--- src/rtl/scl_pkg.sv ---
package scl_pkg;
  typedef enum logic [1:0] {
    PH_IDLE = 2'd0,
    PH_LOW  = 2'd1,
    PH_HIGH = 2'd2
  } scl_phase_e;

  // fixed number of ticks added to each programmed phase count
  localparam int unsigned PHASE_EXTRA = 5;
endpackage

--- src/rtl/scl_prescaler.sv ---
module scl_prescaler #(
  parameter int unsigned PSC_W = 8
) (
  input  logic             clk,
  input  logic             rst_n,
  input  logic             enable,
  input  logic [PSC_W-1:0] psc_in,
  output logic             tick_o
);
  logic [PSC_W-1:0] psc_hold;
  logic [PSC_W-1:0] div_cnt;

  // the divide value follows the input only while disabled
  always_ff @(posedge clk or negedge rst_n) begin
    if (!rst_n) begin
      psc_hold <= '0;
      div_cnt  <= '0;
      tick_o   <= 1'b0;
    end else if (!enable) begin
      psc_hold <= psc_in;
      div_cnt  <= '0;
      tick_o   <= 1'b0;
    end else if (div_cnt == psc_hold) begin
      div_cnt  <= '0;
      tick_o   <= 1'b1;
    end else begin
      div_cnt  <= div_cnt + 1'b1;
      tick_o   <= 1'b0;
    end
  end
endmodule

--- src/rtl/scl_phase_div.sv ---
module scl_phase_div
  import scl_pkg::*;
#(
  parameter int unsigned CNT_W = 8
) (
  input  logic             clk,
  input  logic             rst_n,
  input  logic             run,
  input  logic             tick,
  input  logic [CNT_W-1:0] low_cnt,
  input  logic [CNT_W-1:0] high_cnt,
  output logic             scl_o,
  output logic             upd_stb_o,
  output logic             hi_stb_o
);
  localparam int unsigned LIM_W = CNT_W + 1;

  scl_phase_e       phase;
  logic [LIM_W-1:0] ph_cnt;
  logic [LIM_W-1:0] ph_lim;
  logic [LIM_W-1:0] low_lim;
  logic [LIM_W-1:0] high_lim;
  logic             ph_done;

  // terminal count of a phase lasting (count + PHASE_EXTRA) ticks
  assign low_lim  = {1'b0, low_cnt}  + LIM_W'(PHASE_EXTRA - 1);
  assign high_lim = {1'b0, high_cnt} + LIM_W'(PHASE_EXTRA - 1);
  assign ph_done  = (ph_cnt == ph_lim);

  always_ff @(posedge clk or negedge rst_n) begin
    if (!rst_n) begin
      phase     <= PH_IDLE;
      ph_cnt    <= '0;
      ph_lim    <= '0;
      scl_o     <= 1'b1;
      upd_stb_o <= 1'b0;
      hi_stb_o  <= 1'b0;
    end else begin
      upd_stb_o <= 1'b0;
      hi_stb_o  <= 1'b0;
      if (!run) begin
        phase  <= PH_IDLE;
        ph_cnt <= '0;
        ph_lim <= '0;
        scl_o  <= 1'b1;
      end else if (tick) begin
        unique case (phase)
          PH_IDLE: begin
            phase     <= PH_LOW;
            ph_cnt    <= '0;
            ph_lim    <= low_lim;
            scl_o     <= 1'b0;
            upd_stb_o <= 1'b1;
          end
          PH_LOW: begin
            if (ph_done) begin
              phase    <= PH_HIGH;
              ph_cnt   <= '0;
              ph_lim   <= high_lim;
              scl_o    <= 1'b1;
              hi_stb_o <= 1'b1;
            end else begin
              ph_cnt <= ph_cnt + 1'b1;
            end
          end
          PH_HIGH: begin
            if (ph_done) begin
              phase     <= PH_LOW;
              ph_cnt    <= '0;
              ph_lim    <= low_lim;
              scl_o     <= 1'b0;
              upd_stb_o <= 1'b1;
            end else begin
              ph_cnt <= ph_cnt + 1'b1;
            end
          end
          default: begin
            phase  <= PH_IDLE;
            ph_cnt <= '0;
            scl_o  <= 1'b1;
          end
        endcase
      end
    end
  end
endmodule

--- src/rtl/scl_clkgen.sv ---
module scl_clkgen #(
  parameter int unsigned PSC_W = 8,
  parameter int unsigned CNT_W = 8
) (
  input  logic             clk,
  input  logic             rst_n,
  input  logic             enable,
  input  logic             master,
  input  logic [PSC_W-1:0] psc_value,
  input  logic [CNT_W-1:0] low_count,
  input  logic [CNT_W-1:0] high_count,
  output logic             mclk_tick,
  output logic             scl_out,
  output logic             sda_upd_stb,
  output logic             scl_hi_stb
);
  logic run;

  assign run = enable & master;

  scl_prescaler #(.PSC_W(PSC_W)) u_psc (
    .clk    (clk),
    .rst_n  (rst_n),
    .enable (enable),
    .psc_in (psc_value),
    .tick_o (mclk_tick)
  );

  scl_phase_div #(.CNT_W(CNT_W)) u_phase (
    .clk       (clk),
    .rst_n     (rst_n),
    .run       (run),
    .tick      (mclk_tick),
    .low_cnt   (low_count),
    .high_cnt  (high_count),
    .scl_o     (scl_out),
    .upd_stb_o (sda_upd_stb),
    .hi_stb_o  (scl_hi_stb)
  );
endmodule

--- config.mk ---
export PLATFORM = sky130hd
export DESIGN_NAME = scl_clkgen
export DESIGN_NICKNAME = d
export VERILOG_FILES = /design/src/rtl/scl_pkg.sv /design/src/rtl/scl_prescaler.sv /design/src/rtl/scl_phase_div.sv /design/src/rtl/scl_clkgen.sv
export SDC_FILE = /design/constraint.sdc
export NUM_CORES = 1
export LEC_CHECK = 0
export CAP_MARGIN = 15
export CORE_ASPECT_RATIO = 1.25
export CORE_UTILIZATION = 55
export DETAILED_ROUTE_END_ITERATION = 6
export PLACE_DENSITY = 0.84
export RECOVER_POWER = 50
export SYNTH_ARGS = -nofsm -noshare
export SYNTH_HDL_FRONTEND = slang
export SYNTH_SLANG_ARGS = --single-unit
--- constraint.sdc ---
create_clock -name clk -period 5.9 [get_ports clk]
set_input_delay 0.885 -clock clk [delete_from_list [all_inputs] [get_ports clk]]
set_output_delay 0.885 -clock clk [all_outputs]
set_load 0.01 [all_outputs]
# --- After elaboration in Yosys (flattened, before gate mapping) ---
# Cells that the tools add are included.
totals:
  out_inout_bits: 4
  regBits: 40
  input_bits: 28
op_classes:
  eq_ne: 8
  addsub: 4
  n_bitwise: 1
  muxes: 30
  reduce_logical: 4
ops:
  columns: ["operator", "count"]
  rows:
  - ["$mux W9", 8]
  - ["$pmux W9 S3", 1]
  - ["$add A8 B3 Y9 const B", 2]
  - ["$mux W8", 2]
  - ["$mux W1", 12]
  - ["$add A9 B1 Y9 const B", 1]
  - ["$eq A9 B9 Y1", 1]
  - ["$add A8 B1 Y8 const B", 1]
  - ["$eq A8 B8 Y1", 1]
  - ["$mux W2", 4]
  - ["$ne A3 B3 Y1 const B", 2]
  - ["$pmux W2 S3", 1]
  - ["$ne A4 B4 Y1 const B", 1]
  - ["$reduce_and A4 Y1", 1]
  - ["$pmux W1 S3", 1]
  - ["$reduce_and A3 Y1", 1]
  - ["$eq A2 B1 Y1 const B", 1]
  - ["$eq A2 B2 Y1 const B", 1]
  - ["$logic_not A2 Y1", 1]
  - ["$ne A2 B2 Y1 const B", 1]
  - ["$pmux W1 S2", 1]
  - ["$reduce_or A2 Y1", 1]
  - ["$and A1 B1 Y1", 1]

# --- Depth between registers and ports, before layout ---
logic_depth:
  ltp_word: 5
  mapped_depth: 9
  mapped_depth_nobuf: 8

# --- By module ---
# Synthesis repeated with hierarchy kept, for this count alone.
unflattened:
  cells_unflattened: 218
  hier_area_um2: 2278.4
by_module_without_submodules:
  columns: ["mod", "area_each_um2", "cells_each", "instances", "seq_area_each_um2"]
  rows:
  - ["scl_phase_div", 1473.9, 153, 1, 576.8]
  - ["scl_prescaler", 798.3, 64, 1, 425.4]
  - ["scl_clkgen", 6.3, 1, 1, 0.0]

# --- Worst setup path after synthesis ---
# Ideal clock, no wire load.
synth_path:
  path_type: "register to register"
  startpoint: "reg u_phase.phase[1]"
  endpoint: "reg u_phase.ph_lim[8]"
  slack_ns: 3.572
  t_required_ns: 5.779
  t_arrival_ns: 2.207
  stages_incl_launch_ff: 10
  cell_sequence: "dfrtp_1 -> inv_1 -> ha_1 -> clkbuf_1 -> clkbuf_1 -> mux2_2 -> ha_1 -> nand2_1 -> nor2_1 -> a22o_1"
synth_via:
  elab_chain_len: 4
  elab_cells_between_ends: 10
synth_lines:
  columns: ["element", "line_no", "text"]
  rows:
  - ["from (decl)", "scl_phase_div.sv:18", "scl_phase_e phase;"]
  - ["from (signal assigned)", "scl_phase_div.sv:32", "phase <= PH_IDLE;"]
  - ["from (signal assigned)", "scl_phase_div.sv:42", "phase <= PH_IDLE;"]
  - ["from (signal assigned)", "scl_phase_div.sv:49", "phase <= PH_LOW;"]
  - ["$eq A2 B2 Y1 (tied with other cells)", "scl_phase_div.sv:47", "unique case (phase)"]
  - ["$pmux W9 S3", "scl_phase_div.sv:47", null]
  - ["$mux W9", "scl_phase_div.sv:46", "end else if (tick) begin"]
  - ["$mux W9", "scl_phase_div.sv:41", "if (!run) begin"]
  - ["to (signal assigned)", "scl_phase_div.sv:51", "ph_lim <= low_lim;"]
  - ["to (signal assigned)", "scl_phase_div.sv:59", "ph_lim <= high_lim;"]
  - ["to (signal assigned)", "scl_phase_div.sv:70", "ph_lim <= low_lim;"]
  - ["to (decl)", "scl_phase_div.sv:20", "logic [LIM_W-1:0] ph_lim;"]
# Parallel ways exist; a longest one is shown, timed or not. The select of a mux whose other input is x is not followed.
# A chain may end at the register's enable or synchronous reset.

# --- Final worst setup path ---
layout_path:
  startpoint: "in enable"
  endpoint: "reg u_phase.ph_lim[3]"
layout_via:
  elab_chain_len: 3
  elab_cells_between_ends: 7
layout_lines:
  columns: ["element", "line_no", "text"]
  rows:
  - ["from (decl)", "scl_clkgen.sv:7", "input logic enable,"]
  - ["$and A1 B1 Y1 (*)", "scl_clkgen.sv:19", "assign run = enable & master;"]
  - ["$ne A4 B4 Y1 (no source line) (tied with other cells)", null, null]
  - ["$reduce_and A4 Y1 (no source line)", null, null]
# Mark *: on every way between the ends. The rest lies on a longest branch, timed or not.

==> report_table.html <==
<table>
<tr><th>Metric</th><th>Value</th></tr>
<tr><th colspan="2">Status</th></tr>
<tr><td>Run status</td><td>finished, violations left</td></tr>
<tr><td>Failing checks</td><td>max-capacitance violations, max-slew violations</td></tr>
<tr><th colspan="2">Layout</th></tr>
<tr><td>Antenna diode instance count</td><td>0</td></tr>
<tr><td>Total of fill cells in the finished design</td><td>~300</td></tr>
<tr><td>Final #Nets</td><td>around 280</td></tr>
<tr><td>Commonest non-fill, non-tap cell in the layout</td><td>dfrtp_1</td></tr>
<tr><td>Area growth syn-to-layout</td><td>19.1%</td></tr>
<tr><td>Commonest cells after routing, fill and taps aside</td><td>39 x dfrtp_1, 29 x clkdlybuf4s50_1, 22 x xor2_1, 22 x nor2_1</td></tr>
<tr><td>Share of cells above drive strength 1</td><td>9.39%</td></tr>
<tr><td>Final cell area excluding filler cells</td><td>roughly 2700 um^2</td></tr>
<tr><td>Final core utilization</td><td>69.4%</td></tr>
<tr><th colspan="2">STA</th></tr>
<tr><td>Setup TNS after final layout</td><td>0 ns</td></tr>
<tr><td>Final Skew</td><td>approximately 0.0084 ns</td></tr>
<tr><td>Share of the clock period used by the worst path after layout</td><td>roughly 50%</td></tr>
<tr><td>Final setup fails</td><td>0</td></tr>
<tr><td>Fmax</td><td>0.342 GHz</td></tr>
<tr><td>RSZ-0062 raised after global routing</td><td>false</td></tr>
<tr><td>Count of endpoints failing hold in the final timing report</td><td>0</td></tr>
<tr><td>Slew at the pin with the worst max-slew slack</td><td>between 2 and 2.5 ns</td></tr>
<tr><td>Setup slack after layout</td><td>around 3.0 ns</td></tr>
<tr><td>Total count of max-transition violations in the final report</td><td>around 40</td></tr>
<tr><td>Rel. slew slack</td><td>-43.1%</td></tr>
<tr><td>Minimum clock period</td><td>between 2 and 3 ns</td></tr>
<tr><th colspan="2">Routing</th></tr>
<tr><td>Number of nets still failing antenna checks after routing</td><td>0</td></tr>
<tr><td>Post-detailed-routing wire length</td><td>between 4 and 5 mm</td></tr>
<tr><td>Post-detailed-route DRC marker count</td><td>0</td></tr>
<tr><td>Overall via count from detail_route</td><td>1714</td></tr>
<tr><td>Vias per cell</td><td>between 5 and 6</td></tr>
<tr><td>Number of optimization iterations in the first detailed-route pass</td><td>4</td></tr>
<tr><td>Average routed wire per standard cell</td><td>between 10 and 15 um</td></tr>
<tr><td>Initial DRC Count</td><td>between 60 and 70</td></tr>
<tr><th colspan="2">CTS</th></tr>
<tr><td>Maximum clock path buffer count</td><td>2</td></tr>
<tr><td>TritonCTS Buffers</td><td>5</td></tr>
<tr><td>Num Clock Sinks</td><td>40</td></tr>
<tr><td>Clock insertion delay at the later pin of the skew report</td><td>just under 0.3 ns</td></tr>
<tr><td>Post-CTS Resized</td><td>0</td></tr>
<tr><td>Post CTS Setup Buffer Count</td><td>0</td></tr>
<tr><td>Number of H-tree branching levels</td><td>2</td></tr>
<tr><td>Clock tree root buffer cell</td><td>clkbuf_8</td></tr>
<tr><td>Hold-fix buffers at CTS</td><td>0</td></tr>
<tr><td>Post-CTS clock slew at the launch and capture registers of the worst setup and hold paths</td><td>roughly 0.07 ns</td></tr>
<tr><td>Clock tree from TritonCTS</td><td>built</td></tr>
<tr><th colspan="2">Global routing</th></tr>
<tr><td>Global-route wire length before repair</td><td>roughly 7.5 mm</td></tr>
<tr><td>Met3 layer usage reported by global route</td><td>under 10%</td></tr>
<tr><td>Global route hottest layer</td><td>met2</td></tr>
<tr><td>GR Overflow Total</td><td>0</td></tr>
<tr><td>Vias in the first global route</td><td>between 1500 and 2000</td></tr>
<tr><td>Pin count of the biggest net entering global routing</td><td>between 40 and 50</td></tr>
<tr><td>Met1 track demand over resource in global routing</td><td>a little over a quarter</td></tr>
<tr><td>Met2 Track Usage GR</td><td>~40%</td></tr>
<tr><td>Initial antenna violation count</td><td>0</td></tr>
<tr><td>Global Route Usage Sum</td><td>between 20% and 30%</td></tr>
<tr><th colspan="2">Placed design</th></tr>
<tr><td>Number of I/O port buffers</td><td>31</td></tr>
<tr><td>HPWL after DPL</td><td>around 3.2 mm</td></tr>
<tr><td>Setup WS pre-CTS</td><td>around 2.8 ns</td></tr>
<tr><td>Placement Cell Area</td><td>2580 um^2</td></tr>
<tr><td>Global placer's final weighted congestion</td><td>around 0.86</td></tr>
<tr><th colspan="2">Synthesis</th></tr>
<tr><td>Cell area after technology mapping</td><td>~2200 um^2</td></tr>
<tr><td>Share of synthesized area occupied by flip-flops and latches</td><td>44.7%</td></tr>
<tr><td>Flip-flop and latch count after synthesis</td><td>40</td></tr>
<tr><td>Synthesis Warnings</td><td>0</td></tr>
<tr><td>Mean instance size in the synthesized netlist</td><td>10.5 um^2</td></tr>
<tr><td>Number of flops mapped to enable cells by yosys</td><td>0</td></tr>
<tr><td>Flip-flop cell with the highest count after synthesis</td><td>dfrtp_1</td></tr>
<tr><td>Synthesized instance count</td><td>213</td></tr>
<tr><td>Number of nets in the synthesized netlist</td><td>between 200 and 250</td></tr>
<tr><td>Count of cell types in the netlist</td><td>38</td></tr>
<tr><td>Asr flop ratio synth</td><td>between 90% and 100%</td></tr>
<tr><th colspan="2">Floorplanning</th></tr>
<tr><td>Placement Rows</td><td>25</td></tr>
<tr><td>Die X-Extent</td><td>~60 um</td></tr>
<tr><td>Die Y</td><td>73.4 um</td></tr>
<tr><td>Die area</td><td>4340 um^2</td></tr>
<tr><td>Effective utilization at floorplan</td><td>slightly below 60%</td></tr>
<tr><td>Floorplan core area</td><td>3850 um^2</td></tr>
<tr><td>I/O Pins</td><td>32</td></tr>
<tr><th colspan="2">Worst setup path</th></tr>
<tr><td>Crit Path Max Fanout</td><td>13</td></tr>
<tr><td>CP max-delay cell</td><td>dlygate4sd3_1</td></tr>
<tr><td>Data arrival time of the critical path</td><td>3.16 ns</td></tr>
<tr><td>Setup crit end kind</td><td>flop</td></tr>
<tr><td>Classification of the worst setup path</td><td>in2reg</td></tr>
<tr><td>Sort of element at the start of the critical path</td><td>primary input</td></tr>
<tr><td>CP peak stage delay</td><td>between 0.8 and 0.9 ns</td></tr>
<tr><td>Required time worst endpoint</td><td>6.13 ns</td></tr>
<tr><td>Cells along the critical path</td><td>dlygate4sd3_1 &gt; nand2_1 &gt; nor2_1 &gt; o21ai_0 &gt; o22ai_1 &gt; a22o_1</td></tr>
<tr><td>Buf+Inv Stages, Crit Path</td><td>1</td></tr>
<tr><td>Kind of cell adding the most delay to the critical path</td><td>buffers and inverters</td></tr>
<tr><th colspan="2">Pwr</th></tr>
<tr><td>Peak supply drop</td><td>0.179 mV</td></tr>
<tr><td>Total power of the final layout</td><td>~540 uW</td></tr>
<tr><td>Power density of the placed cells</td><td>a little over 200 nW/um^2</td></tr>
<tr><td>Static Leak</td><td>0.00124 uW</td></tr>
<tr><th colspan="2">Worst hold path</th></tr>
<tr><td>Type of the tightest min-delay check</td><td>reg2reg</td></tr>
<tr><th colspan="2">Flow run</th></tr>
<tr><td># Max-Cap Violations</td><td>1</td></tr>
</table>
## logic make-up (layout without fill, tap and decap cells)
group | count (synthesis) | count (layout) | share of synthesized area, %
muxes | 17 | 17 | 8.59
adders and majority gates | 7 | 7 | 3.91
xor gates and xnor gates | 27 | 27 | 10.5
DFF | 40 | 40 | 44.7
buffers and inverters | 15 | 47 | 2.85
AOI/OAI and AO/OA | 40 | 40 | 14.3
and+or+nand+nor | 67 | 67 | 15.1
## sequential cells by signal, indices dropped and copies added, names as in the netlist
| register | flops |
|---|---|
| u_psc.div_cnt | 8 |
| u_phase.ph_lim | 9 |
| u_psc.psc_hold | 8 |
| u_phase.upd_stb_o | 1 |
| u_psc.tick_o | 1 |
| u_phase.phase | 2 |
| u_phase.hi_stb_o | 1 |
| u_phase.ph_cnt | 9 |
| u_phase.scl_o | 1 |
## through the flow
stage	std cells	hold WS, ns
2_1_floorplan	213	0.485
3_3_place_gp	291	0.485
3_5_place_dp	291	0.483
4_1_cts	299	0.495
5_1_grt	299	0.520
6_report	299	0.488
## worst register-to-register path, delay by kind of cell, from the launching register on
family	cells	cell delay, ns
and+or+nand+nor	2	0.73
AOI/OAI and AO/OA	1	0.64
DFF	1	0.43
muxes	1	0.34
xor gates and xnor gates	1	0.18
## worst paths after layout
kind	from	to	slack (ns)	depth (start not counted)
hold / removal	u_phase.scl_o	u_phase.scl_o	0.49	2
max in group asynchronous	rst_n	u_psc.tick_o	3.46	1
setup reg to reg	u_phase.ph_cnt[2]	u_phase.ph_lim[0]	3.47	5
min in group asynchronous	rst_n	u_phase.upd_stb_o	1.21	1
setup / recovery	enable	u_phase.ph_lim[3]	2.97	6
hold reg to reg	u_phase.scl_o	u_phase.scl_o	0.49	2
## synthesized netlist by cell type, types with 2 or more instances
cell type / number / share of area, %
a41o_1: 7 / 3.1
nand2_1: 11 / 1.8
nor2_1: 22 / 3.7
ha_1: 7 / 3.9
nor4_1: 2 / 0.56
a22o_1: 12 / 4.7
nor3_1: 3 / 0.67
mux2i_1: 5 / 2.2
a21o_1: 3 / 1.0
and3_1: 4 / 1.1
a21oi_1: 6 / 1.3
clkbuf_1: 5 / 0.84
mux2_2: 10 / 5.0
inv_1: 8 / 1.3
xor2_1: 22 / 8.6
a32o_1: 3 / 1.3
nor2b_1: 3 / 0.84
nand3_1: 12 / 2.7
nor4b_1: 2 / 0.78
mux2_4: 2 / 1.3
o21ai_0: 3 / 0.67
dfrtp_1: 39 / 44
xnor2_1: 5 / 2.0
o21a_1: 2 / 0.67
or2_2: 2 / 0.56
## layer usage
metal	vias to the layer above	routed length, um
met5	-	0
met4	0	104
met3	11	138
met2	37	2290
met1	838	1880
li1	828	-
## area by class of cell
class | count | area (um^2) | area share [%]
multi-input cells | 158 | 1180 | 44.0
flip-flops and latches | 40 | 1000 | 37.5
repair buffers | 31 | 304 | 11.4
clock buffers | 8 | 90.1 | 3.37
well taps | 54 | 67.6 | 2.53
inverters | 8 | 30.0 | 1.12
## power by group
group	internal [uW]	switching, uW	total (uW)
Sequential	282	7.19	289
Combinational	34.9	29.5	64.4
Clock	95.4	91.7	187
Total	413	128	541
No activity file was read; power rests on OpenSTA's default activity.
